<file path="config.mk">
export PLATFORM = sky130hd
export DESIGN_NAME = modem_handshake_seq
export DESIGN_NICKNAME = d
export VERILOG_FILES = /design/src/rtl/mhs_pkg.sv /design/src/rtl/mhs_datapath.sv /design/src/rtl/mhs_control.sv /design/src/rtl/modem_handshake_seq.sv
export SDC_FILE = /design/constraint.sdc
export NUM_CORES = 1
export LEC_CHECK = 0
export CORE_MARGIN = 4
export CORE_UTILIZATION = 50
export CTS_CLUSTER_DIAMETER = 60
export DETAILED_ROUTE_END_ITERATION = 10
export PLACE_DENSITY = 0.78
export SLEW_MARGIN = 10
export SYNTH_ARGS = -nofsm -noshare
export SYNTH_HDL_FRONTEND = slang
export SYNTH_HIERARCHICAL = 1
export SYNTH_SLANG_ARGS = --single-unit
</file>
<file path="constraint.sdc">
create_clock -name clk -period 2.1 [get_ports clk]
set_input_delay 0.525 -clock clk [delete_from_list [all_inputs] [get_ports clk]]
set_output_delay 0.525 -clock clk [all_outputs]
set_load 0.005 [all_outputs]
</file>
<file path="src/rtl/mhs_pkg.sv">
package mhs_pkg;

  typedef enum logic [1:0] {
    ST_IDLE    = 2'd0,
    ST_ACQ     = 2'd1,
    ST_READY   = 2'd2,
    ST_CARRIER = 2'd3
  } linkState_t;

  // Strobes sent from the control FSM to the datapath
  typedef struct packed {
    logic cntClr;  // hold the burst-period counter at zero
    logic cntEn;   // count burstTick pulses
    logic toSet;   // raise the acquisition timeout flag
    logic toClr;   // drop the acquisition timeout flag
  } ctrlStrobe_t;

endpackage

</file>
<file path="src/rtl/mhs_datapath.sv">
module mhs_datapath
  import mhs_pkg::*;
#(
  parameter int CNT_W       = 8,
  parameter int SYNC_STAGES = 2
) (
  input  logic             clk,
  input  logic             rstN,
  input  logic             rtsN,
  input  logic             dtrN,
  input  logic             burstTick,
  input  logic [CNT_W-1:0] acqLimit,
  input  ctrlStrobe_t      strobe,
  output logic             bothOn,
  output logic             timeoutHit,
  output logic             acqTimeout
);

  localparam int LAST = SYNC_STAGES - 1;

  logic [SYNC_STAGES-1:0] rtsSync;
  logic [SYNC_STAGES-1:0] dtrSync;
  logic [CNT_W-1:0]       periodCnt;

  // Chain of flip-flops per user line, reset to the deasserted level
  genvar s;
  generate
    for (s = 0; s < SYNC_STAGES; s++) begin : g_sync
      if (s == 0) begin : g_first
        always_ff @(posedge clk or negedge rstN) begin
          if (!rstN) begin
            rtsSync[0] <= 1'b1;
            dtrSync[0] <= 1'b1;
          end else begin
            rtsSync[0] <= rtsN;
            dtrSync[0] <= dtrN;
          end
        end
      end else begin : g_next
        always_ff @(posedge clk or negedge rstN) begin
          if (!rstN) begin
            rtsSync[s] <= 1'b1;
            dtrSync[s] <= 1'b1;
          end else begin
            rtsSync[s] <= rtsSync[s-1];
            dtrSync[s] <= dtrSync[s-1];
          end
        end
      end
    end
  endgenerate

  assign bothOn = ~rtsSync[LAST] & ~dtrSync[LAST];

  assign timeoutHit = burstTick && (acqLimit != '0) &&
                      (periodCnt == acqLimit - CNT_W'(1));

  always_ff @(posedge clk or negedge rstN) begin
    if (!rstN) begin
      periodCnt <= '0;
    end else if (strobe.cntClr) begin
      periodCnt <= '0;
    end else if (strobe.cntEn && burstTick) begin
      periodCnt <= timeoutHit ? '0 : periodCnt + CNT_W'(1);
    end
  end

  always_ff @(posedge clk or negedge rstN) begin
    if (!rstN) begin
      acqTimeout <= 1'b0;
    end else if (strobe.toClr) begin
      acqTimeout <= 1'b0;
    end else if (strobe.toSet) begin
      acqTimeout <= 1'b1;
    end
  end

endmodule

</file>
<file path="src/rtl/mhs_control.sv">
module mhs_control
  import mhs_pkg::*;
(
  input  logic        clk,
  input  logic        rstN,
  input  logic        bothOn,
  input  logic        acqDone,
  input  logic        dataBurstRx,
  input  logic        sigLost,
  input  logic        timeoutHit,
  output ctrlStrobe_t strobe,
  output logic        ctsN,
  output logic        dcdN,
  output logic        linkReq,
  output logic        txAccept
);

  linkState_t state, stateNext;

  always_comb begin
    stateNext = state;
    unique case (state)
      ST_IDLE:    if (bothOn) stateNext = ST_ACQ;
      ST_ACQ:     if (!bothOn) stateNext = ST_IDLE;
                  else if (acqDone) stateNext = ST_READY;
      ST_READY:   if (!bothOn) stateNext = ST_IDLE;
                  else if (dataBurstRx) stateNext = ST_CARRIER;
      ST_CARRIER: if (!bothOn) stateNext = ST_IDLE;
                  else if (sigLost) stateNext = ST_READY;
      default:    stateNext = ST_IDLE;
    endcase
  end

  always_ff @(posedge clk or negedge rstN) begin
    if (!rstN) state <= ST_IDLE;
    else       state <= stateNext;
  end

  always_comb begin
    strobe.cntClr = (state != ST_ACQ);
    strobe.cntEn  = (state == ST_ACQ);
    strobe.toSet  = (state == ST_ACQ) && (stateNext == ST_ACQ) && timeoutHit;
    strobe.toClr  = (stateNext != ST_ACQ);
  end

  assign linkReq  = (state != ST_IDLE);
  assign ctsN     = !((state == ST_READY) || (state == ST_CARRIER));
  assign dcdN     = (state != ST_CARRIER);
  assign txAccept = !ctsN;

endmodule

</file>
<file path="src/rtl/modem_handshake_seq.sv">
module modem_handshake_seq
  import mhs_pkg::*;
#(
  parameter int CNT_W = 8
) (
  input  logic             clk,
  input  logic             rstN,
  input  logic             rtsN,
  input  logic             dtrN,
  input  logic             acqDone,
  input  logic             dataBurstRx,
  input  logic             sigLost,
  input  logic             burstTick,
  input  logic [CNT_W-1:0] acqLimit,
  output logic             ctsN,
  output logic             dcdN,
  output logic             linkReq,
  output logic             txAccept,
  output logic             acqTimeout
);

  ctrlStrobe_t strobe;
  logic        bothOn;
  logic        timeoutHit;

  mhs_datapath #(.CNT_W(CNT_W), .SYNC_STAGES(2)) i_datapath (
    .clk        (clk),
    .rstN       (rstN),
    .rtsN       (rtsN),
    .dtrN       (dtrN),
    .burstTick  (burstTick),
    .acqLimit   (acqLimit),
    .strobe     (strobe),
    .bothOn     (bothOn),
    .timeoutHit (timeoutHit),
    .acqTimeout (acqTimeout)
  );

  mhs_control i_control (
    .clk         (clk),
    .rstN        (rstN),
    .bothOn      (bothOn),
    .acqDone     (acqDone),
    .dataBurstRx (dataBurstRx),
    .sigLost     (sigLost),
    .timeoutHit  (timeoutHit),
    .strobe      (strobe),
    .ctsN        (ctsN),
    .dcdN        (dcdN),
    .linkReq     (linkReq),
    .txAccept    (txAccept)
  );

endmodule

</file>
### Word level (Yosys, flattened, before mapping)

Index checks and enable logic that the tools add are counted.

| storage, ports and cells | value |
|---|---|
| output and inout bits | 5 |
| bits of input ports | 16 |
| register bits | 15 |
| logic and storage cells | 45 |

| cells by class | value |
|---|---|
| add/subtract/negate cells | 2 |
| multiplexer cells | 13 |
| bitwise operators | 3 |
| reduce and logical (&&, ||, !) cells | 12 |
| eq/ne operators | 8 |

Operators with widths:

| kind | number |
|---|---|
| two-way mux 8 bit | 3 |
| two-way mux 2 bit | 7 |
| adder 8 x 1 -> 8 bit (second input constant) | 1 |
| equality test 8 bit | 1 |
| one-hot mux 2 bit (4 select lines) | 1 |
| nonzero test 8 bit | 1 |
| subtractor 8 x 1 -> 8 bit (second input constant) | 1 |
| nonzero test 2 bit | 3 |
| logical AND 1 bit | 5 |
| equality test 2 x 1 -> 1 bit (second input constant) | 2 |
| equality test 2 bit (second input constant) | 2 |
| inequality test 2 x 1 -> 1 bit (second input constant) | 2 |
| zero test 2 bit | 1 |
| two-way mux 1 bit | 2 |
| inequality test 2 bit (second input constant) | 1 |
| inverter 1 bit | 2 |
| bitwise AND 1 bit | 1 |
| zero test 1 bit | 1 |
| logical OR 1 bit | 1 |

### Depth between registers and ports, before layout

Gate-level depths: netlist (run 1).

| logic depth | value |
|---|---|
| depth after elaboration | 9 |
| mapped depth | 11 |
| mapped depth without buffers | 11 |

### Cells and area by module

The synthesis (run 1) kept the hierarchy.

Modules (own cells, without submodules):

| module | seq. area each (sq um) | cells an instance | area an instance (sq um) | instances |
|---|---|---|---|---|
| mhs_datapath | 330.3 | 104 | 919.6 | 1 |
| mhs_control | 50.0 | 17 | 137.6 | 1 |

### Least setup slack after synthesis (run 1)

OpenSTA, ideal clock, no wires.

| timing path | value |
|---|---|
| kind | input-to-reg |
| start | input acqLimit[0] |
| end | register i_datapath.periodCnt[5] |
| cell stages on the path | 8 |
| data arrival time | 1.941 ns |
| library setup time | 0.140 ns |
| slack | 0.019 ns |
| buffers on the path | 0 |
| cells stage by stage | inv_1 ha_1 and2b_1 or3_1 a31oi_1 nand4_1 o21ai_2 o311ai_2 |

| between the ends | value |
|---|---|
| word-level cells in the longest chain between the ends | 6 |
| elaborated cells between the ends (all ways) | 8 |
| those cells by class | add/sub (1); eq/ne (1); mux (3); reduce/logical (3) |

RTL lines:

| element | RTL line | text |
|---|---|---|
| from (decl) | modem_handshake_seq.sv:14 | `input logic [CNT_W-1:0] acqLimit,` |
| subtractor 8 x 1 -> 8 bit or nonzero test 8 bit (tied branches) | mhs_datapath.sv:56, mhs_datapath.sv:55 |  |
| equality test 8 bit or logical AND 1 bit (tied branches) | mhs_datapath.sv:56, mhs_datapath.sv:55 |  |
| logical AND 1 bit (*) | mhs_datapath.sv:55 | `assign timeoutHit = burstTick && (acqLimit != '0) &&` |
| two-way mux 8 bit (*) | mhs_datapath.sv:64 | `periodCnt <= timeoutHit ? '0 : periodCnt + CNT_W'(1);` |
| two-way mux 8 bit (*) | mhs_datapath.sv:63 | `end else if (strobe.cntEn && burstTick) begin` |
| two-way mux 8 bit (*) | mhs_datapath.sv:61 | `end else if (strobe.cntClr) begin` |
| to (signal assigned) | mhs_datapath.sv:64 |  |
| to (decl) | mhs_datapath.sv:23 | `logic [CNT_W-1:0] periodCnt;` |

Mark *: on every way between the ends. The rest lies on a longest branch, timed or not. The select of a mux whose other input is x is not followed.
A chain may end at the register's enable or synchronous reset.

### Final worst setup path (run 1)

| timing path | value |
|---|---|
| start | input acqLimit[0] |
| end | register i_datapath.periodCnt[4] |

The elaborated chain is that of the path after synthesis.

==> metrics.csv, run 1 <==
stage,metric,value,unit
synth,Netlist cell types,38,
pwr,Reg power frac,49.1,%
placement,Port Buffers,20,
synth,Syn. warnings,6,
synth,Synth Flop Type,dfrtp_1,
critical_path,"delay-heaviest family, CP",compound AO/OA/AOI/OAI gates,
critical_path,"slowest stage delay, CP",0.52,ns
sta,RSZ-0062 raised after global routing,no,
pwr,VDD IR max,0.5088,mV
sta,Worst Slack Setup Final,0.04920,ns
pwr,clock power share,28.8,%
critical_path,crit path from,acqLimit[0],
outcome,outcome,finished clean,
drt,WL final,2749,um
min_path,Hold Crit Start,i_datapath/rtsSync[0],
synth,Synth area leader,dfrtp_1,
min_path,Hold Path End,i_datapath/rtsSync[1],
min_path,WHS Path Cells,0,
drt,Routed wire per std cell,14.24,um
critical_path,R2R depth,6,
synth,Synth Register Bits,15,
synth,top cell type's share of synthesized area,26.04,%
critical_path,CP Cell Sequence,buf_2 > buf_6 > or4_4 > o221ai_2 > nand3_2 > a31oi_4 > o21ai_4 > o311ai_2,
grt,largest net degree at the start of global routing,16,
sta,Final Hold Vio Count,0,
sta,final cycle utilization of the critical path,97.66,%
cells_and_area,share of layout cells above drive strength 1,31.93,%
sta,Final Setup Violations,0,
synth,Avg Inst Size Synth,8.738,um2
clock_tree,CTS H-tree depth,1,
synth,dominant cells by area after synthesis,"dfrtp_1 (26%), dfstp_2 (9.9%), xnor2_1 (5.0%)",
synth,sequential share of the synthesized area,35.98,%
grt,GRT overflow,0,
critical_path,critical path arrival,2.25,ns
grt,vias in the first global route,1028,
placement,HPWL after DPL,2124,um
die,core footprint,1982,um2
cells_and_area,fillcell total,131,
critical_path,RR Startpoint,i_datapath/periodCnt[2],
sta,Max Clk Rate,487.6,MHz
critical_path,Worst Path Buf+Inv,2,
critical_path,worst flop-to-flop path endpoint,i_datapath/periodCnt[4],
critical_path,CP required,2.30,ns
pwr,Pwr Density,401.5,nW/um2
pwr,Combinational Power Share,22.1,%
synth,Mapped Cells,121,
die,row count,16,
cells_and_area,Post-layout nets,186,
die,Die Width,53.99,um
cells_and_area,final instance area,1530,um2
clock_tree,clk sinks,15,
pwr,leakage power,0.6638,nW
critical_path,critical path type,in -> reg,
placement,placed insts,183,
pwr,Pint,444.1,uW
sta,Period minus WS final,2.051,ns
flow_run,MaxCap Viol Count,0,
drt,Iter 0 DRT Violations,39,
sta,max-slew violations,0,
drt,Vias per Instance,5.451,
critical_path,CP Launch Type,input port,
placement,Post-Place Worst Slack,-0.6296,ns
drt,vias post-DR,1052,
clock_tree,clock-pin transition on the worst setup and hold timing paths,0.10,ns
die,starting density of the core,53.35,%
drt,drt drc,0,
synth,number of synthesized flops with an enable pin,0,
clock_tree,Clock Path Buffers,2,
drt,post-route ant nets,0,
grt,initial antenna violation count,0,
sta,final hold slack,0.3612,ns
grt,global-route wire length before repair,4567,um
placement,Final Wtd Congestion,0.8182,
clock_tree,CTS tree,built,
sta,TNS Setup,0,ns
critical_path,r2r setup slk,0.24,ns
sta,Slew HR,56.50,%
sta,Least-Margin Pin Slew,0.6505,ns
critical_path,CP max stage cell,or4_4,
placement,Placed Area,1411,um2
cells_and_area,Antenna Cells,0,
synth,Mapped Area,1057,um2
die,io pins,21,
pwr,overall power,614.4,uW
critical_path,Worst Setup End Kind,register,
pwr,Sw Share,27.72,%
synth,most frequent cells after synthesis,"nand2_1 (13), nor2_1 (13), dfrtp_1 (11)",
synth,net count after synthesis,140,
cells_and_area,Layout Cells excl Fill,193,
clock_tree,Num CTS Buffers,3,
clock_tree,"Clk Latency, worst-skew pair",0.29,ns
cells_and_area,post-route core utilization,77.21,%
clock_tree,Clock Tree Root,clkbuf_4,
sta,clk_skew,0.006739,ns
synth,Async SR Flop Fraction,100.0,%
min_path,Hold WC Path Type,reg -> reg,
die,Die ar.,2914,um2
drt,DRT Pass-1 Iters,4,
die,die height,53.99,um
cells_and_area,Layout area overhead,44.73,%
critical_path,Worst Path Max Fanout,7,
grt,GRT Util Overall,21.73,%
pwr,NetSw,170.3,uW
[kinds of logic (layout without fill, tap and decap cells)]
logic type	Yosys count	after routing	share of synthesized area, %
adders and majority gates	3	3	3.551
and+or+nand+nor	61	61	30.77
DFF	15	15	35.98
AOI/OAI and AO/OA	23	23	17.63
buffers and inverters	9	54	3.196
xor gates and xnor gates	9	9	7.456
muxes	1	1	1.420
[repair_timing]
item | 4_1_cts | 5_1_grt
resized for setup | 18 | 14
hold buffers | 0 | 0
endpoints found under the setup margin | 9 | 9
pin swaps | 10 | 12
buffers inserted | 4 | 2
[routing by layer]
| metal | GRT usage (%) | up-vias | wire [um] |
|---|---|---|---|
| met1 | 27.57 | 504 | 1154 |
| met4 | 3.734 | 0 | 0 |
| met3 | 6.094 | 0 | 164 |
| met5 | 0 | - | 0 |
| li1 | - | 520 | - |
| met2 | 37.10 | 28 | 1430 |
[power groups by stage]
stage               combinational [mW]  sequential, mW  clock [mW]
global placement                 0.119           0.307           0
detailed placement               0.123           0.307           0
floorplan                       0.0454           0.306           0
CTS                              0.132           0.302       0.178
global route                     0.149           0.303       0.192
finish                           0.136           0.302       0.177
[layout by cell type, fill, tap and decap left out, types with 2 or more instances in the layout]
cell	synthesis	layout
clkbuf_4	0	3
nor2_1	13	13
nand3_1	5	5
nor3_2	0	2
dlymetal6s2s_1	0	2
a21oi_1	4	4
nand4_1	3	3
nor3b_1	3	3
nor2b_1	3	3
ha_1	3	2
and2_1	4	4
clkbuf_2	0	2
a31oi_1	3	3
dfstp_2	4	4
o21ai_1	0	6
and3_1	3	3
nand2_1	13	13
or2_2	2	2
buf_6	0	2
o311ai_2	2	2
clkdlybuf4s50_1	0	14
inv_2	0	2
buf_4	0	21
xor2_1	3	3
xnor2_1	6	6
inv_1	7	5
dfrtp_1	11	11
[how the worst max path moves through the flow]
stage	to	slack, ns	depth (start not counted)
after global routing	i_datapath/periodCnt[4]	0.008	10
after global placement	i_datapath/periodCnt[4]	-0.59	8
final	i_datapath/periodCnt[4]	0.05	8
after detailed placement	i_datapath/periodCnt[4]	-0.63	8
after floorplan	i_datapath/periodCnt[5]	0.02	8
after CTS	i_datapath/periodCnt[4]	0.009	9
[final cells by class]
cell class                      instances  area, um2  share of cell area (%)
Tap cell                               27      33.78                   2.208
Sequential cell                        15      380.4                   24.86
Inverter                                7      26.28                   1.717
Clock inverter                          1      7.507                  0.4906
Clock buffer                            3      22.52                   1.472
Multi-Input combinational cell         97      689.4                   45.05
Timing Repair Buffer                   43      370.4                   24.20
[registers in the layout, indices dropped and copies added (netlist names)]
name / flops
i_datapath/acqTimeout: 1
i_control/state: 2
i_datapath/dtrSync: 2
i_datapath/rtsSync: 2
i_datapath/periodCnt: 8
No activity file was read; power rests on OpenSTA's default activity.
==> run 2: changes to the inputs <==
--- a/config.mk
+++ b/config.mk
@@ -5,8 +5,9 @@
 export SDC_FILE = /design/constraint.sdc
 export NUM_CORES = 1
 export LEC_CHECK = 0
+export ABC_AREA = 1
 export CORE_MARGIN = 4
-export CORE_UTILIZATION = 50
+export CORE_UTILIZATION = 51
 export CTS_CLUSTER_DIAMETER = 60
 export DETAILED_ROUTE_END_ITERATION = 10
 export PLACE_DENSITY = 0.78
==> run 2 against run 1 <==
Effect of this change:
- synthesized area increased by 9.0%
- via count is 5.3% higher
- die area up 5.8%
- global-route usage fell by 3.8 points
- design area decreased by 4.1%
- clock power down 8%
- critical endpoint is now i_datapath/acqTimeout
- largest cell class unchanged
- largest power group unchanged
==> metrics.csv, run 2 <==
stage,metric,value,unit,change
outcome,outcome,finished clean,,
critical_path,critical path arrival,2.24,ns,about the same
cells_and_area,"commonest non-fill, non-tap cell in the layout",nand2_1,,
die,die height,55.54,um,+2.9%
synth,"count leader, synth",nand2_1,,
cells_and_area,most frequent cells in the layout,"nand2_1 (62), inv_1 (22), clkdlybuf4s50_1 (19)",,
sta,Period minus WS final,2.023,ns,-0.02826 ns
synth,Synth Register Bits,15,,unchanged
critical_path,Worst Setup End Kind,register,,
die,Die Width,55.54,um,+2.9%
sta,Final Setup Violations,0,,unchanged
sta,TNS Setup,0,ns,unchanged
clock_tree,hold buffers post-CTS,0,,unchanged
sta,Slew HR,54.86,%,-1.6 points
critical_path,critical path type,in -> reg,,
synth,Mapped Area,1152,um2,+9.0%
min_path,Hold WC Path Type,reg -> reg,,
cells_and_area,Post-layout nets,222,,+19%
cells_and_area,max FFs per register,8,,unchanged
placement,Port Buffers,20,,unchanged
clock_tree,"Clk Latency, worst-skew pair",0.28,ns,about the same
drt,drt drc,0,,unchanged
placement,Final Wtd Congestion,0.8402,,+2.7%
critical_path,CP max stage cell,clkdlybuf4s50_1,,
cells_and_area,Antenna Cells,0,,unchanged
pwr,Pwr Density,399.9,nW/um2,-0.40%
critical_path,Worst Path Max Fanout,3,,-4
synth,net count after synthesis,193,,+38%
die,row count,16,,unchanged
synth,Synth Flop Type,dfrtp_1,,
die,io pins,21,,unchanged
critical_path,cell depth of the worst setup path,13,,+5
drt,post-route ant nets,0,,unchanged
sta,Least-Margin Pin Slew,0.6751,ns,+0.02457 ns
synth,Netlist cell types,24,,-37%
synth,Mapped Cells,174,,+44%
pwr,NetSw,161.2,uW,-5.4%
pwr,Combinational Power Share,20.9,%,-1.2 points
drt,WL final,2609,um,-5.1%
cells_and_area,Layout area overhead,27.36,%,
synth,top cell type's share of synthesized area,23.89,%,-2.1 points
pwr,Pint,425.8,uW,-4.1%
placement,Post-Place Worst Slack,-0.2571,ns,+0.3725 ns
pwr,leakage power,0.7419,nW,+12%
grt,GRT overflow,0,,unchanged
die,core footprint,2062,um2,+4.0%
critical_path,CP Cell Sequence,clkdlybuf4s50_1 > inv_1 > ha_4 > nand2_1 > nand2_1 > nor3_2 > nand2_1 > nor2_2 > nand3_4 > inv_1 > nor3b_2 > nor2_1 > nor2_1,,
synth,number of synthesized flops with an enable pin,0,,unchanged
critical_path,CP Launch Type,input port,,
clock_tree,Clock Path Buffers,2,,unchanged
clock_tree,clock-pin transition on the worst setup and hold timing paths,0.09,ns,about the same
synth,Synth area leader,dfrtp_1,,
drt,Vias per Instance,4.838,,-11%
drt,vias post-DR,1108,,+5.3%
synth,Syn. warnings,6,,unchanged
cells_and_area,share of layout cells above drive strength 1,20.79,%,-11 points
pwr,VDD IR max,0.5994,mV,+18%
grt,initial antenna violation count,0,,unchanged
drt,DRT Pass-1 Iters,5,,+1
die,Die ar.,3084,um2,+5.8%
clock_tree,CTS tree,built,,
pwr,Reg power frac,51.3,%,+2.2 points
grt,largest net degree at the start of global routing,16,,unchanged
drt,Routed wire per std cell,11.39,um,-20%
pwr,clock power share,27.8,%,-1.0 points
pwr,Sw Share,27.46,%,-0.26 points
grt,GRT Util Overall,17.90,%,-3.8 points
synth,Avg Inst Size Synth,6.623,um2,-24%
synth,most frequent cells after synthesis,"nand2_1 (62), inv_1 (23), nor2_1 (17)",,
critical_path,Crit path top cell by count,nand2_1,,
critical_path,"delay-heaviest family, CP",simple AND/OR/NAND/NOR gates,,
clock_tree,clk sinks,15,,unchanged
cells_and_area,post-route core utilization,71.18,%,-6.0 points
sta,clk_skew,0.001761,ns,-0.004977 ns
critical_path,"slowest stage delay, CP",0.45,ns,-0.07 ns
synth,sequential share of the synthesized area,33.01,%,-3.0 points
min_path,WHS Path Cells,0,,unchanged
synth,dominant cells by area after synthesis,"dfrtp_1 (24%), nand2_1 (20%), dfstp_2 (9.1%)",,
clock_tree,CTS H-tree depth,1,,unchanged
synth,Async SR Flop Fraction,100.0,%,unchanged
clock_tree,Setup Buffers After CTS,0,,-4
drt,Iter 0 DRT Violations,34,,-13%
critical_path,Worst Path Buf+Inv,3,,+1
clock_tree,Clock Tree Root,clkbuf_4,,
sta,final cycle utilization of the critical path,96.31,%,-1.3 points
critical_path,R2R depth,13,,+7
cells_and_area,Biggest register,i_datapath/periodCnt,,
grt,global-route wire length before repair,4547,um,-0.44%
clock_tree,Num CTS Buffers,3,,unchanged
placement,HPWL after DPL,2124,um,about the same
flow_run,MaxCap Viol Count,0,,unchanged
sta,max-slew violations,0,,unchanged
die,starting density of the core,55.89,%,+2.5 points
sta,Worst Slack Setup Final,0.07746,ns,+0.02826 ns
sta,Max Clk Rate,494.4,MHz,+1.4%
grt,vias in the first global route,1057,,+2.8%
sta,Final Hold Vio Count,0,,unchanged
critical_path,CP required,2.32,ns,+0.02 ns
-- run 2: changes by cell type after synthesis, sizes merged, moves of 4 or more --
cell,change
a31oi,-4
and2,-4
inv,+24
nand2,+54
nand3,+9
nor2,+10
o21ai,-4
-- run 2: cell type report --
cell class / instances / area, um2
multi-input cells: 126 / 665.6
well taps: 27 / 33.78
repair buffers: 25 / 240.2
clock buffers: 3 / 22.52
clock inverters: 1 / 5.005
fillers: 179 / 594.3
flip-flops and latches: 15 / 380.4
inverters: 32 / 120.1
-- run 2: logic make-up (layout without fill, tap and decap cells) --
kind of cell    Yosys count  count (layout)  synth area share (%)
xor+xnor                  5               5                 3.801
fa+ha+maj                 3               3                 3.258
buf+inv                  33              61                 10.75
flops                    15              15                 33.01
compound gates            8               8                 3.474
simple gates            110             110                 45.71
-- run 2: layer usage --
metal  track usage, %  vias up  part of all wire [%]
li1                 -      578                     -
met3            4.895        2                   4.6
met1            23.71      508                    47
met2            29.56       20                    48
met4            2.778        0                  0.88
met5                0        -                     0
-- run 2: power groups by stage --
| stage | Combinational, mW | Clock, mW | Sequential [mW] |
|---|---|---|---|
| floorplan | 0.0595 | 0 | 0.306 |
| global placement | 0.113 | 0 | 0.306 |
| detailed placement | 0.118 | 0 | 0.307 |
| CTS | 0.118 | 0.170 | 0.301 |
| global route | 0.135 | 0.184 | 0.302 |
| finish | 0.123 | 0.163 | 0.301 |
-- run 2: through the flow --
stage	power (mW)	hold slack (ns)	std cells	instance area (um2)
detailed placement	0.4242	0.3472	225	1420
floorplan	0.3651	0.2294	174	1152
finish	0.5869	0.3598	229	1468
global placement	0.4189	0.3459	225	1420
global route	0.6212	0.3660	229	1468
CTS	0.5890	0.3610	229	1448
-- run 2: path summary, 6_finish.rpt --
kind | endpoint | slack, ns | startpoint
max | i_datapath/acqTimeout | 0.08 | acqLimit[1]
min | i_datapath/rtsSync[1] | 0.36 | i_datapath/rtsSync[0]
max reg2reg | i_datapath/acqTimeout | 0.60 | i_datapath/periodCnt[5]
min reg2reg | i_datapath/rtsSync[1] | 0.36 | i_datapath/rtsSync[0]
max in group asynchronous | i_datapath/periodCnt[6] | 1.03 | rstN
min in group asynchronous | i_datapath/periodCnt[4] | 0.65 | rstN
-- run 2: worst reg2reg max path, cell delays in order, from the launching register on --
cell and delay [ns]:
dfrtp_1 0.45, inv_2 0.10, nand2_1 0.05, nand2_1 0.07, inv_1 0.05, o21ai_1 0.08
nand2_1 0.07, nand2_1 0.08, inv_2 0.05, nand3_4 0.06, inv_1 0.04, nor3b_2 0.14
nor2_1 0.11, nor2_1 0.04
-- run 2: what timing repair did --
item                                    4_1_cts  5_1_grt
endpoints found under the setup margin        0        9
resized for setup                             0        4
endpoints found under the hold margin         0        0
